File: src/rtl/gpio_ev_pkg.sv
package gpio_ev_pkg;

    // Word index of each register (byte address >> 2)
    typedef enum logic [2:0] {
        IDX_DIR = 3'd0,
        IDX_ODE = 3'd1,
        IDX_DAT = 3'd2,
        IDX_EVT = 3'd3,
        IDX_MSK = 3'd4,
        IDX_CT1 = 3'd5,
        IDX_CT2 = 3'd6
    } reg_idx_e;

    // Two-bit sense code: bit1 clear enables rising, bit0 clear enables falling
    localparam logic [1:0] SNS_BOTH = 2'b00;
    localparam logic [1:0] SNS_RISE = 2'b01;
    localparam logic [1:0] SNS_FALL = 2'b10;
    localparam logic [1:0] SNS_NONE = 2'b11;

endpackage

File: src/rtl/gpio_in_sync.sv
module gpio_in_sync #(
    parameter int unsigned W = 32
) (
    input  logic         clk,
    input  logic         rst_n,
    input  logic [W-1:0] raw_in,
    output logic [W-1:0] cur,
    output logic [W-1:0] prev
);

    typedef struct packed {
        logic [W-1:0] s1;
        logic [W-1:0] s2;
        logic [W-1:0] prev;
    } sync_t;

    sync_t st_d, st_q;

    always_comb begin
        st_d      = st_q;
        st_d.s1   = raw_in;
        st_d.s2   = st_q.s1;
        st_d.prev = st_q.s2;
    end

    always_ff @(posedge clk or negedge rst_n) begin
        if (!rst_n) st_q <= '0;
        else        st_q <= st_d;
    end

    assign cur  = st_q.s2;
    assign prev = st_q.prev;

endmodule

File: src/rtl/gpio_edge_det.sv
module gpio_edge_det #(
    parameter int unsigned W = 32
) (
    input  logic [W-1:0]   cur,
    input  logic [W-1:0]   prev,
    input  logic [2*W-1:0] sense,
    output logic [W-1:0]   hit
);

    for (genvar b = 0; b < W; b++) begin : g_bit
        logic rise_en, fall_en;
        assign rise_en = ~sense[2*b+1];
        assign fall_en = ~sense[2*b];
        assign hit[b]  = (rise_en & cur[b] & ~prev[b])
                       | (fall_en & ~cur[b] & prev[b]);
    end

endmodule

File: src/rtl/gpio_edge_ctrl.sv
module gpio_edge_ctrl
    import gpio_ev_pkg::*;
#(
    parameter int unsigned NPINS     = 32,
    parameter int unsigned ADDR_W    = 5,
    parameter bit          EXT_SENSE = 1'b0
) (
    input  logic              clk,
    input  logic              rst_n,
    input  logic              bus_sel,
    input  logic              bus_wr,
    input  logic [ADDR_W-1:0] bus_addr,
    input  logic [NPINS-1:0]  bus_wdata,
    output logic [NPINS-1:0]  bus_rdata,
    input  logic [NPINS-1:0]  pin_in,
    output logic [NPINS-1:0]  pin_out,
    output logic [NPINS-1:0]  pin_oe,
    output logic              irq
);

    localparam int unsigned IDX_W = ADDR_W - 2;
    localparam int unsigned HALF  = NPINS / 2;

    typedef struct packed {
        logic [NPINS-1:0] dir;
        logic [NPINS-1:0] ode;
        logic [NPINS-1:0] dat;
        logic [NPINS-1:0] evt;
        logic [NPINS-1:0] msk;
        logic [NPINS-1:0] ct1;
        logic [NPINS-1:0] ct2;
    } regs_t;

    regs_t r_d, r_q;

    logic [IDX_W-1:0]   idx;
    logic               acc_ok;
    logic               wr_en;
    logic [NPINS-1:0]   clr_vec;
    logic [NPINS-1:0]   sync_cur, sync_prev, hit;
    logic [2*NPINS-1:0] sense;

    assign idx    = bus_addr[ADDR_W-1:2];
    assign acc_ok = bus_sel && (bus_addr[1:0] == 2'b00);
    assign wr_en  = acc_ok && bus_wr;

    gpio_in_sync #(.W(NPINS)) u_sync (
        .clk    (clk),
        .rst_n  (rst_n),
        .raw_in (pin_in),
        .cur    (sync_cur),
        .prev   (sync_prev)
    );

    // Per-pin sense code, built from whichever encoding the parameter picks
    for (genvar b = 0; b < NPINS; b++) begin : g_sense
        if (EXT_SENSE) begin : g_ext
            if (b >= HALF) begin : g_lo_pins
                assign sense[2*b +: 2] = r_q.ct1[(b-HALF)*2 +: 2];
            end else begin : g_hi_pins
                assign sense[2*b +: 2] = r_q.ct2[b*2 +: 2];
            end
        end else begin : g_cmp
            assign sense[2*b +: 2] = r_q.ct1[b] ? SNS_FALL : SNS_BOTH;
        end
    end

    gpio_edge_det #(.W(NPINS)) u_edge (
        .cur   (sync_cur),
        .prev  (sync_prev),
        .sense (sense),
        .hit   (hit)
    );

    assign clr_vec = (wr_en && idx == IDX_W'(IDX_EVT)) ? bus_wdata : '0;

    always_comb begin
        r_d = r_q;
        if (wr_en) begin
            if (idx == IDX_W'(IDX_DIR)) r_d.dir = bus_wdata;
            if (idx == IDX_W'(IDX_ODE)) r_d.ode = bus_wdata;
            if (idx == IDX_W'(IDX_DAT)) r_d.dat = bus_wdata;
            if (idx == IDX_W'(IDX_MSK)) r_d.msk = bus_wdata;
            if (idx == IDX_W'(IDX_CT1)) r_d.ct1 = bus_wdata;
            if (idx == IDX_W'(IDX_CT2)) r_d.ct2 = bus_wdata;
        end
        if (!EXT_SENSE) r_d.ct2 = '0;
        // New edges win over a same-cycle clear
        r_d.evt = (r_q.evt & ~clr_vec) | hit;
    end

    always_ff @(posedge clk or negedge rst_n) begin
        if (!rst_n) r_q <= '0;
        else        r_q <= r_d;
    end

    always_comb begin
        bus_rdata = '0;
        if (acc_ok) begin
            case (idx)
                IDX_W'(IDX_DIR): bus_rdata = r_q.dir;
                IDX_W'(IDX_ODE): bus_rdata = r_q.ode;
                IDX_W'(IDX_DAT): bus_rdata = (r_q.dat & r_q.dir) | (sync_cur & ~r_q.dir);
                IDX_W'(IDX_EVT): bus_rdata = r_q.evt;
                IDX_W'(IDX_MSK): bus_rdata = r_q.msk;
                IDX_W'(IDX_CT1): bus_rdata = r_q.ct1;
                IDX_W'(IDX_CT2): bus_rdata = r_q.ct2;
                default:         bus_rdata = '0;
            endcase
        end
    end

    assign pin_out = r_q.dat & ~r_q.ode;
    assign pin_oe  = r_q.dir & ~(r_q.ode & r_q.dat);
    assign irq     = |(r_q.evt & r_q.msk);

    // ---------------- assertions ----------------
    assert_hit_needs_change_R6: assert property (@(posedge clk) disable iff (!rst_n)
        (hit & ~(sync_cur ^ sync_prev)) == '0);

    assert_w1c_clears_R7: assert property (@(posedge clk) disable iff (!rst_n)
        (wr_en && idx == IDX_W'(IDX_EVT)) |=> ((r_q.evt & $past(bus_wdata & ~hit)) == '0));

    assert_evt_sticky_R7: assert property (@(posedge clk) disable iff (!rst_n)
        1'b1 |=> (($past(r_q.evt) & ~$past(clr_vec) & ~r_q.evt) == '0));

    assert_irq_needs_mask_R8: assert property (@(posedge clk) disable iff (!rst_n)
        irq |-> (r_q.msk != '0));

    assert_oe_only_outputs_R3: assert property (@(posedge clk) disable iff (!rst_n)
        (pin_oe & ~r_q.dir) == '0);

    if (!EXT_SENSE) begin : g_ct2_chk
        assert_ct2_reads_zero_R10: assert property (@(posedge clk) disable iff (!rst_n)
            (acc_ok && !bus_wr && idx == IDX_W'(IDX_CT2)) |-> (bus_rdata == '0));
    end

endmodule

File: config.mk
export PLATFORM = sky130hd
export DESIGN_NAME = gpio_edge_ctrl
export DESIGN_NICKNAME = d
export VERILOG_FILES = /design/src/rtl/gpio_ev_pkg.sv /design/src/rtl/gpio_in_sync.sv /design/src/rtl/gpio_edge_det.sv /design/src/rtl/gpio_edge_ctrl.sv
export SDC_FILE = /design/constraint.sdc
export NUM_CORES = 1
export LEC_CHECK = 0
export BUFFER_PORTS_ARGS = -buffer_cell sky130_fd_sc_hd__buf_2
export CAP_MARGIN = 20
export CORE_MARGIN = 4
export CORE_UTILIZATION = 58
export DETAILED_ROUTE_END_ITERATION = 8
export PLACE_DENSITY = 0.81
export SLEW_MARGIN = 5
export SYNTH_ARGS = -nofsm -noshare
export SYNTH_HDL_FRONTEND = slang
export SYNTH_HIERARCHICAL = 1
export SYNTH_SLANG_ARGS = --single-unit
File: constraint.sdc
create_clock -name clk -period 1.8 [get_ports clk]
set_clock_uncertainty 0.2 [all_clocks]
set_input_delay 0.18 -clock clk [delete_from_list [all_inputs] [get_ports clk]]
set_output_delay 0.18 -clock clk [all_outputs]
set_load 0.03 [all_outputs]
==> results.md, run 1 <==
Place:
- The instance count after placement with tap cells included is 1482.
- The placement-stage cell area is 15100 um^2.
- The port buffer count is 169.
- At the end of routability-driven placement, the weighted congestion stood at 0.846.
- At the placement stage, the worst setup path has a slack of -0.248 ns.
- The half-perimeter wire length after placement is 22900 um.

Synthesis:
- For this run, the leading register cell type out of synthesis is dfrtp_1.
- The post-synthesis instance total is 950.
- Of the post-synthesis cell area, the dominant cell type holds 58.0%.
- The count of unique library cells instantiated by Yosys is 32.
- Sequential cells were found to cover 58.0% of the synthesized design area.
- After synthesis, the most frequently instantiated cells are dfrtp_1, mux2_1, nand2_1, nor2_1, a22oi_1.
- The average size of a mapped cell is 13.1 um^2.
- In this run, synthesis inferred 0 flip-flops with an integrated enable.
- The number of warnings printed during yosys synthesis is 6.
- The mapped cell area is 12400 um^2.
- The register bit total from synthesis is 288.
- In the post-synthesis netlist, the biggest area contributors are dfrtp_1, mux2_1, mux2_2, a22oi_1, a222oi_1.
- The share of synthesized registers carrying an async set or reset is 100%.
- The library cell with the highest instance count after synthesis is dfrtp_1.
- The synthesized design spends more area on one cell type than any other, namely dfrtp_1.

GRT:
- The first-pass GRT wire length is 60400 um.
- Entering global routing, the biggest net connects 62 pins.
- The initial antenna violation count is 1.
- The number of global-route vias before repair is 10900.
- After global routing the overflow that remains totals 0.
- The global router's overall resource usage is 32.2%.

CTS:
- Clock latency on the worst-skew pair, taken at its later pin, is 0.55 ns.
- For this design, the sink count on the clock tree is 288.
- The CTS buffer count is 30.
- The clock passes through at most 3 buffers.
- CTS built an H-tree with a depth of 1.
- The CTS tree is yes.
- After clock tree synthesis, the clock-pin slew on the worst setup and hold paths is 0.06 ns.
- In this run the clock root is driven by a clkbuf_16.

Drt:
- After detailed routing, the number of remaining DRC violations is 0.
- The number of vias per cell after detailed routing is 6.21.
- The remaining number of nets flagged by the antenna check after routing is 0.
- The violation count after the first detailed-routing iteration is 956.
- The average wire per cell in the routed design is 24.2 um.
- The via count of the routed design is 10200.
- The pre-antenna-repair detailed-routing pass consisted of 9 iterations.
- Wires add up to 39800 um.

Worst setup path:
- The critical path in this run is classified as flip-flop to output port.
- The data arrival time of the critical path is 2.03 ns.
- STA classifies the critical path endpoint as an output port.
- The number of cells on the worst reg-to-reg path is 3.
- The required time of the worst setup path is 1.42 ns.
- Along the worst path, the maximum fanout reaches 2.
- The sort of element at the start of the critical path is a flip-flop.

Pwr:
- The worst-case IR drop observed on VDD is 917 uV.
- After layout, the design draws a total of 18200 uW.
- The power density over the cells is 1020 nW/um^2.
- The leakage component of the power is 0.00817 uW.

Die:
- The vertical extent of the die is 154 um.
- The die covers 23800 um^2.
- The initial utilization of the core area, before any placement, comes to 59.1%.
- The die width is 154 um.
- The placeable core area is 21000 um^2.
- The count of boundary I/O pins is 170.
- The floorplan has 53 rows.

Timing:
- The number of hold violations in the final report is 0.
- The slew of the pin with the lowest slew margin is 0.572 ns.
- The setup slack of the critical path after layout is -0.607 ns.
- The final-report setup violation count is 37.
- Setup repair after global routing could not meet its margin everywhere.
- The final critical path time including I/O delays and setup is 2.41 ns.
- The worst path uses 134% of the clock period.
- The max-slew headroom at the worst pin is 61.9%.
- The fmax is 0.415 GHz.
- The worst slack on hold paths is 0.0633 ns.
- The number of max-slew violations in the final report was 0.

Layout:
- The ratio of cells with drive above 1 in the final layout is 36.9%.
- The net count of the finished layout is 1415.
- The finished layout holds 1642 standard cells, fillers aside.
- The finished cells cover 17900 um^2.
- The growth of design area from synthesis to finish is 43.7%.

Min path:
- The class of the worst hold path is input port to flip-flop.
- The number of cells on the worst hold path is 2.

Flow run:
- The tool flagged a number of max-cap violations equal to 0.

Outcome:
- The checks that failed: negative setup slack.
- The flow ran to the end, but the final reports show violations.
[worst paths after layout]
kind / startpoint / endpoint / slack (ns)
setup / recovery: r_q[86] / irq / -0.61
setup reg to reg: r_q[223] / r_q[223] / 0.44
max in group asynchronous: rst_n / r_q[181] / 0.26
hold / removal: pin_in[10] / u_sync/st_d[42] / 0.06
hold reg to reg: u_sync/st_d[45] / u_sync/cur[13] / 0.15
min in group asynchronous: rst_n / u_sync/cur[16] / 0.45
[layout make-up]
class	instances	area [um^2]
flip-flops and latches	288	7220
multi-input cells	617	5520
repair buffers	405	3580
fillers	956	3160
clock buffers	41	883
well taps	275	344
clock inverters	15	308
diodes	1	2.50
[cell usage in the layout (no fill, tap or decap), types with 3 or more instances in the layout]
master,count
clkinvlp_4,3
clkinv_2,3
nor2_1,64
a21o_1,33
a21boi_4,8
clkbuf_1,3
a22o_1,31
bufinv_16,9
a22oi_2,5
a222oi_1,31
a21boi_2,6
dfrtp_1,279
mux2_1,160
nor3b_4,3
buf_12,27
buf_4,131
nand4_1,4
buf_6,75
dlygate4sd3_1,66
nor2b_1,28
nand2_1,61
clkbuf_8,7
buf_2,100
a21boi_0,5
clkbuf_16,31
nor2b_2,4
clkbuf_4,5
a31oi_4,31
a22oi_1,42
conb_1,32
a21boi_1,13
mux2_2,32
nand3_4,5
dfrtp_2,9
[kinds of logic after synthesis]
| family | share of synthesized area, % |
|---|---|
| DFF | 58.0 |
| AOI/OAI and AO/OA | 13.2 |
| muxes | 17.4 |
| and+or+nand+nor | 7.44 |
| buffers and inverters | 3.92 |
| other | 0.0302 |
[routing by layer]
| metal | vias to the layer above | routed length, um | global-route usage [%] | part of all wire [%] |
|---|---|---|---|---|
| met5 | - | 0 | 0 | 0 |
| met4 | 0 | 1940 | 14.6 | 4.9 |
| met3 | 157 | 2820 | 4.90 | 7.1 |
| met2 | 579 | 20200 | 55.2 | 51 |
| met1 | 5211 | 14800 | 40.7 | 37 |
| li1 | 4247 | - | - | - |
[repair_timing]
action                                  in CTS  in global routing
endpoints found under the hold margin      512                  0
gates resized for setup                    132                 87
pin swaps                                   37                 25
setup buffers                               29                 22
endpoints found under the setup margin      45                 64
hold buffers                                66                  0
[sequential cells by signal, indices dropped and copies added, names as in the netlist]
signal	cells
u_sync/st_d	32
u_sync/prev	32
r_q	192
u_sync/cur	32
[through the flow]
step                utilization (%)  TNS (ns)
floorplan                         -    -0.505
global placement               71.8    -16.22
detailed placement             71.8    -24.39
CTS                            83.4    -11.05
global route                   84.9    -13.66
finish                         84.9    -11.79
[worst max-delay path, stage by stage (launching register included)]
cell     delay (ns)
dfrtp_1        0.39
a22oi_2        0.24
nand4_1        0.18
or4_4          0.51
buf_6          0.16
[power by group]
| group | switching (uW) | total [uW] | internal, uW |
|---|---|---|---|
| clock network | 2650 | 7360 | 4710 |
| registers | 658 | 7730 | 7070 |
| logic | 1560 | 3080 | 1520 |
| total | 4870 | 18200 | 13300 |
No activity file was read; power rests on OpenSTA's default activity.
==> run 2, diff against run 1 <==
==> constraint.sdc (replaced) <==
create_clock -name clk -period 1.8 [get_ports clk]
set_clock_uncertainty 0.2 [all_clocks]
set_input_delay 0.09 -clock clk [delete_from_list [all_inputs] [get_ports clk]]
set_output_delay 0.09 -clock clk [all_outputs]
set_load 0.03 [all_outputs]
==> run 2 against run 1 <==
The flow still finishes with violations (negative setup slack). Die area is the same. Largest cell class unchanged. Critical endpoint unchanged. Highest routed layer unchanged. Via count decreased by 0.89%. Global-route usage down 1.1 points.
==> results.md, run 2 (same netlist as run 1, synthesis figures left out) <==
Outcome:
- The flow ran to the end, but the final reports show violations.
- The final reports fail on negative setup slack.

CTS:
- The clock-pin slew on the worst setup and hold paths is 0.06 ns.
- In this run the number of H-tree levels came out at 1.
- TritonCTS built the clock tree.
- The cell chosen for the clock root is clkbuf_16.
- The number of buffers on the longest clock path is 3.
- The CTS buffer count is 30.
- The clock net in this run drives a total of 288 sinks.
- Clock latency on the worst-skew pair, taken at its later pin, is 0.57 ns.

Timing:
- The number of hold violations in the final report is 0.
- The number of max-slew violations in the final report came to 0.
- Based on the critical path, the design can be clocked at up to 0.412 GHz.
- Setup total negative slack on the finished layout was measured at -7.03 ns.
- The slew of the pin with the lowest slew margin is 0.530 ns.
- The setup slack of the critical path after layout is -0.629 ns.
- Setup repair after global routing could not meet its margin everywhere.
- The final critical path time including I/O delays and setup is 2.43 ns.
- The worst pin sits at a relative slew slack of 64.7%.
- The worst path uses 135% of the clock period.
- Setup violations remaining at the end of the flow were counted as 34.

Place:
- The placement-stage cell area is 14600 um^2.
- The instance count after placement with tap cells included is 1460.
- Routability-driven placement finished with a final weighted congestion of 0.833.
- Port buffering added 169 buffers.
- Detailed placement ended at an HPWL of 22800 um.

Die:
- The die covers 23800 um^2.
- The floorplan has 53 rows.
- The placeable core area is 21000 um^2.
- Measured along the x axis, the die boundary spans 154 um.
- During I/O placement, the number of pins put on the boundary was 170.
- The floorplan step set the die height to 154 um.
- Once the floorplan was initialized, standard cells occupied 59.1% of the core.

Worst setup path:
- The worst setup path is of the flip-flop to output port kind.
- At the worst endpoint, the required time is 1.51 ns.
- The signal on the critical path passes through a22oi_2 > nand4_1 > or4_4 > buf_6.
- The number of buffers and inverters on the critical path is 1.
- The delay contributed by the slowest stage of the critical path is 0.61 ns.
- The worst setup path is launched from a flip-flop.
- The worst setup path is captured at an output port.
- The worst reg2reg path startpoint is r_q[209].
- Broken down by cell family, the worst path's largest delay share belongs to simple AND/OR/NAND/NOR gates.
- Data on the critical path arrives at its endpoint at 2.14 ns.
- Of all nets on the critical path, the largest fanout is 2.
- The most critical setup path has its startpoint at r_q[116].
- On the critical path, the stage with the largest delay is an instance of or4_4.

GRT:
- The largest net degree at the start of global routing is 84.
- Summed over all layers, the global routing overflow is 0.
- The first global-routing pass estimated 58900 um of wire.
- Global routing used 31.1% of the available tracks across all layers.
- The initial antenna violation count is 0.
- The number of global-route vias before repair is 10600.

Min path:
- The start point of the worst min-delay path is bus_wr.
- In this run the worst hold path is classified as input port to flip-flop.

Layout:
- The finished layout holds 1643 standard cells, fillers aside.
- After routing the design area is 17300 um^2.
- From synthesis to final layout, the design area changed by 39.1%.
- The register with the most flip-flops in the layout has 192 of them.
- Cells fill 82.2% of the core in the end.
- 0 antenna diodes ended up in the layout.
- The register with the most flip-flops in the final layout is r_q.
- The net count of the finished layout is 1419.
- The library cells used most frequently in the layout, excluding fill and tap cells, are dfrtp_1, mux2_1, buf_2.
- Leaving out fill and tap cells, the most frequent cell in the layout is dfrtp_1.
- The post-route netlist has 33.4% of its cells at a drive strength greater than 1.
- The final-layout fill cell count is 1048.

Pwr:
- In this run the static leakage power is 0.00805 uW.
- After layout, the design draws a total of 16800 uW.
- The power density over the cells is 974 nW/um^2.
- IR analysis of the VDD net gives a maximum drop of 847 uV.

Drt:
- The post-detailed-routing wire length is 39100 um.
- In the routed layout, each cell is associated on average with a via count of 6.15.
- The average wire per cell in the routed design is 23.8 um.
- The violation count after the first detailed-routing iteration is 1081.
- The final route contains 10100 vias.
- The detailed-router iteration count before antenna repair is 5.
- The count of nets left with antenna violations once routing finished came out at 0.
- After detailed routing, the number of remaining DRC violations is 0.

Flow run:
- The max-cap check violation count is 0.
## run 2: changes by cell type in the layout (fill, tap and decap cells not counted), sizes merged
cell         delta
dlygate4sd3    +33
clkinv          +8
diode           -1
bufinv          -7
clkinvlp        -1
buf            -27
clkbuf          -4
## run 2: cell type report
| class | instances | area [um^2] | area share (%) |
|---|---|---|---|
| tap | 275 | 344 | 1.99 |
| clock buffer | 39 | 845 | 4.89 |
| timing repair buffer | 409 | 3520 | 20.4 |
| sequential | 288 | 7210 | 41.7 |
| clock inverter | 15 | 155 | 0.897 |
| multi-input combinational | 617 | 5220 | 30.2 |
## run 2: report_power, final
| part | switching, uW | internal (uW) |
|---|---|---|
| Combinational | 1490 | 1390 |
| Sequential | 619 | 7070 |
| Clock | 2670 | 3600 |
| Total | 4770 | 12100 |
## run 2: path summary, 6_finish.rpt
path	end	slack [ns]	cells after the start
hold reg to reg	u_sync/cur[8]	0.15	0
max in group asynchronous	r_q[116]	0.30	4
setup reg to reg	r_q[209]	0.16	2
setup / recovery	irq	-0.63	4
min in group asynchronous	u_sync/st_d[50]	0.33	3
hold / removal	r_q[148]	0.01	4
## run 2: tightest hold or removal path: stages
cell and delay (ns):
buf_2 0.20, nand3_4 0.12, buf_4 0.17, mux2_1 0.14
## run 2: routing by layer
layer  vias to the layer above  global-route usage, %  part of all wire (%)
li1                       4256                      -                     -
met2                       625                   52.2                    49
met5                         -                      0                     0
met1                      5064                   40.1                    38
met4                         0                   12.4                   4.4
met3                       158                   6.04                   8.0
## run 2: repair_timing
action / CTS / global route
setup endpoints to repair: 39 / 49
buffers inserted: 28 / 12
pin swaps: 56 / 23
hold buffers: 100 / 0
hold endpoints to repair: 512 / 0
resized for setup: 101 / 63
## run 2: per-stage QoR
step	worst slack [ns]	hold slack (ns)
after floorplan	0.0648	-0.406
after global placement	-0.0920	-0.209
after detailed placement	-0.0994	-0.207
after CTS	-0.595	0.0121
after global routing	-0.694	0.00958
final	-0.629	0.0113
==> run 3, diff against run 2 <==
CORE_UTILIZATION = 57   (was 58)
PLACE_DENSITY = 0.8   (was 0.81)
REMOVE_ABC_BUFFERS = 1   (was unset)
SYNTH_HIERARCHICAL = unset   (was 1)
==> run 3 against run 2 <==
The flow still finishes with violations (negative setup slack). Count of clock-buffer cells in the layout rose by 1. Sequential power barely moved. Non-clock buffer count rose by 2. Hold slack improved by 0.014 ns. Clock power fell by 14%. Setup slack improved by 0.023 ns. Die area fell by 2.4%. Synthesized area fell by 4.2%. Cell count fell by 2.8%. Sequential cell count did not move.
==> results.md, run 3 <==
Layout:
- The ratio of cells with drive above 1 in the final layout is 45.3%.
- The library cell used most frequently in the layout, excluding fill and tap cells, is dfrtp_1.
- The number of standard cells in the final layout excluding fillers is 1597.
- The top cell types in the final layout, fill and taps aside, are dfrtp_1, mux2_2, buf_4.
- The finished cells cover 16600 um^2.
- The area growth from synthesis to layout is 39.1%.
- The flip-flop count of the largest register after layout is 192.
- After the last flow step, the layout net total stands at 1386.
- The final design utilization is 81.4%.
- The top register by number of flip-flops is r_q.
- The count of antenna diodes in the layout is 0.
- The filler cells instantiated in the layout total 1050.

Synthesis:
- Yosys instantiated no cell more often than dfrtp_1.
- The fraction of post-synthesis cell area in the top cell type by area is 60.5%.
- The leading area contributor after synthesis is dfrtp_1.
- Sorting the synthesized cells by how often they occur yields dfrtp_1, mux2_2, a22oi_1.
- The share of synthesized registers carrying an async set or reset is 100%.
- The register bit total from synthesis is 288.
- Of the synthesized area, sequential elements account for 60.5%.
- The post-synthesis instance total is 916.
- The netlist uses 31 different library cells.
- Yosys printed 0 warnings.
- The mapped cell area is 11900 um^2.
- The most used flip-flop cell after synthesis is dfrtp_1.
- By area the synthesized netlist is led by dfrtp_1, mux2_2, a22oi_1, a221o_1, a21boi_0.
- Yosys mapped a number of flops with a built-in enable equal to 0.
- The average size of a mapped cell is 13.0 um^2.

Flow run:
- The max-cap check violation count is 0.

Place:
- The half-perimeter wire length after placement is 21300 um.
- After detailed placement, the design holds a cell count of 1430.
- The port buffer count is 169.
- At the end of routability-driven placement, the weighted congestion stood at 0.868.
- The setup slack at placement is -0.128 ns.
- The placement-stage cell area is 14100 um^2.

Worst setup path:
- The critical path class is flip-flop to output port.
- The largest fanout on the critical path is 2.
- The required time of the worst setup path is 1.51 ns.
- The cell at the slowest stage of the critical path is or4_4.
- The number of cells on the worst reg-to-reg path is 2.
- The signal on the critical path passes through a22oi_1 > nand4_1 > or4_4 > buf_6.
- STA classifies the critical path endpoint as an output port.
- The data arrival time of the critical path is 2.12 ns.
- The worst setup path is launched from a flip-flop.
- The delay contributed by the slowest stage of the critical path is 0.58 ns.

Outcome:
- The run finished, with violations left.
- The checks that failed: negative setup slack.

Drt:
- The post-detailed-routing wire length is 37000 um.
- The remaining number of nets flagged by the antenna check after routing is 0.
- The detailed router finished its first iteration with 892 violations.
- The first TritonRoute pass finished after 5 iterations.
- After detailed routing, the number of vias per cell comes to 6.22.
- The met1 wire length is 13900 um.
- After detailed routing, the average wire length per cell comes to 23.1 um.
- The DRC violation count after routing is 0.
- The met3 wirelength from detailed routing is 2920 um.
- The via count of the routed design is 9931.
- After detailed routing, the met2 layer carries 18500 um of wire.
- The highest metal layer with signal wires is met5.

CTS:
- The tree is rooted in a clkbuf_16.
- The number of clock buffers added by TritonCTS is 29.
- The CTS tree is yes.
- The tree built by TritonCTS fans out to 288 sinks.
- The number of buffers on the longest clock path is 3.
- The clock latency at the later pin of the worst-skew pair is 0.54 ns.
- The depth of the CTS H-tree is 1.
- The clock-pin slew on the worst setup and hold paths is 0.06 ns.

Die:
- The die width is 153 um.
- The vertical extent of the die is 153 um.
- The row count is 52.
- The area of the die is 23300 um^2.
- The placeable core area is 20400 um^2.
- Once the floorplan was initialized, standard cells occupied 58.5% of the core.
- The count of boundary I/O pins is 170.

Timing:
- Setup repair after global routing could not meet its margin everywhere.
- Setup violations remaining at the end of the flow were counted as 33.
- The max-slew headroom at the worst pin is 77.6%.
- The final critical path time including I/O delays and setup is 2.41 ns.
- The number of max-slew violations in the final report is 0.
- The number of hold violations in the final report is 0.
- After layout, the worst setup slack is -0.606 ns.
- Dividing the final minimum period by the clock period gives 134%.
- The slew of the pin with the lowest slew margin is 0.336 ns.
- Derived from the worst setup path, the maximum achievable clock frequency is 0.416 GHz.

Min path:
- The class of the worst hold path is input port to flip-flop.
- The number of cells on the worst hold path is 2.

GRT:
- The initial antenna violation count is 1.
- Across every metal layer, demand over resource in global routing totals 29.7%.
- The largest net degree at the start of global routing is 51.
- The total overflow reported by the global router is 0.
- The number of global-route vias before repair is 10300.
- The first global-routing pass estimated 55600 um of wire.

Pwr:
- The power density over the cells is 957 nW/um^2.
- The leakage component of the power is 0.00760 uW.
- The total chip power is 15900 uW.
- The highest ir drop seen on vdd is 845 uV.
run 3: changes by cell type after synthesis, sizes merged, moves of 30 or more:
cell,before,now
a21o,33,0
a221o,0,32
a222oi,31,1
a22o,31,0
a22oi,47,106
buf,57,23
inv,0,32
mux2,192,161
nor2,64,4
nor3,1,34
o21ai,1,31
run 3: power by group:
group,switching [uW],internal [uW]
Sequential,586,7070
Clock,2400,2970
Combinational,1480,1360
Total,4460,11400
run 3: final timing paths:
kind | startpoint | to | slack (ns)
max in group asynchronous | rst_n | r_q[140] | 0.53
worst max-delay path | r_q[105] | irq | -0.61
min in group asynchronous | rst_n | u_sync.st_d[59] | 0.50
worst max register to register | r_q[105] | r_q[105] | 0.57
worst min-delay path | pin_in[1] | u_sync.st_d[33] | 0.02
worst min register to register | u_sync.st_d[51] | u_sync.cur[19] | 0.15
run 3: cell families after synthesis:
logic type             after synthesis  synth area share [%]
buffers and inverters               77                  2.89
AOI/OAI and AO/OA                  234                  14.5
muxes                              164                  15.6
and+or+nand+nor                    153                  6.59
DFF                                288                  60.5
run 3: what timing repair did:
action,CTS,global route
hold buffers,95,1
setup endpoints to repair,40,47
pin swaps,75,22
setup buffers,16,14
resized for setup,119,77
endpoints found under the hold margin,512,1
run 3: layout make-up:
type	instances	area (um^2)	share of cell area [%]
clock buffer	40	777	4.69
clock inverter	5	28.8	0.174
inverter	32	120	0.725
multi-input combinational	551	4700	28.4
sequential	288	7210	43.5
tap	270	338	2.04
timing repair buffer	411	3390	20.5
run 3: worst max-delay path, delay by kind of cell (launching register included):
| kind | cells | cell delay [ns] |
|---|---|---|
| simple gates | 2 | 0.80 |
| compound gates | 1 | 0.19 |
| flops | 1 | 0.41 |
| buf+inv | 1 | 0.16 |
run 3: routing by layer:
| layer | global-route usage, % | vias to the layer above |
|---|---|---|
| li1 | - | 4209 |
| met1 | 37.5 | 5001 |
| met2 | 49.7 | 566 |
| met3 | 6.56 | 153 |
| met4 | 12.9 | 2 |
| met5 | 0 | - |
run 3: through the flow:
step                      TNS [ns]  hold slack (ns)
final                        -4.78           0.0249
after global routing         -7.02          0.00858
after CTS                    -3.60          0.00185
after detailed placement     -2.74           -0.211
after global placement       -1.54           -0.212
after floorplan            -178.84           -0.406
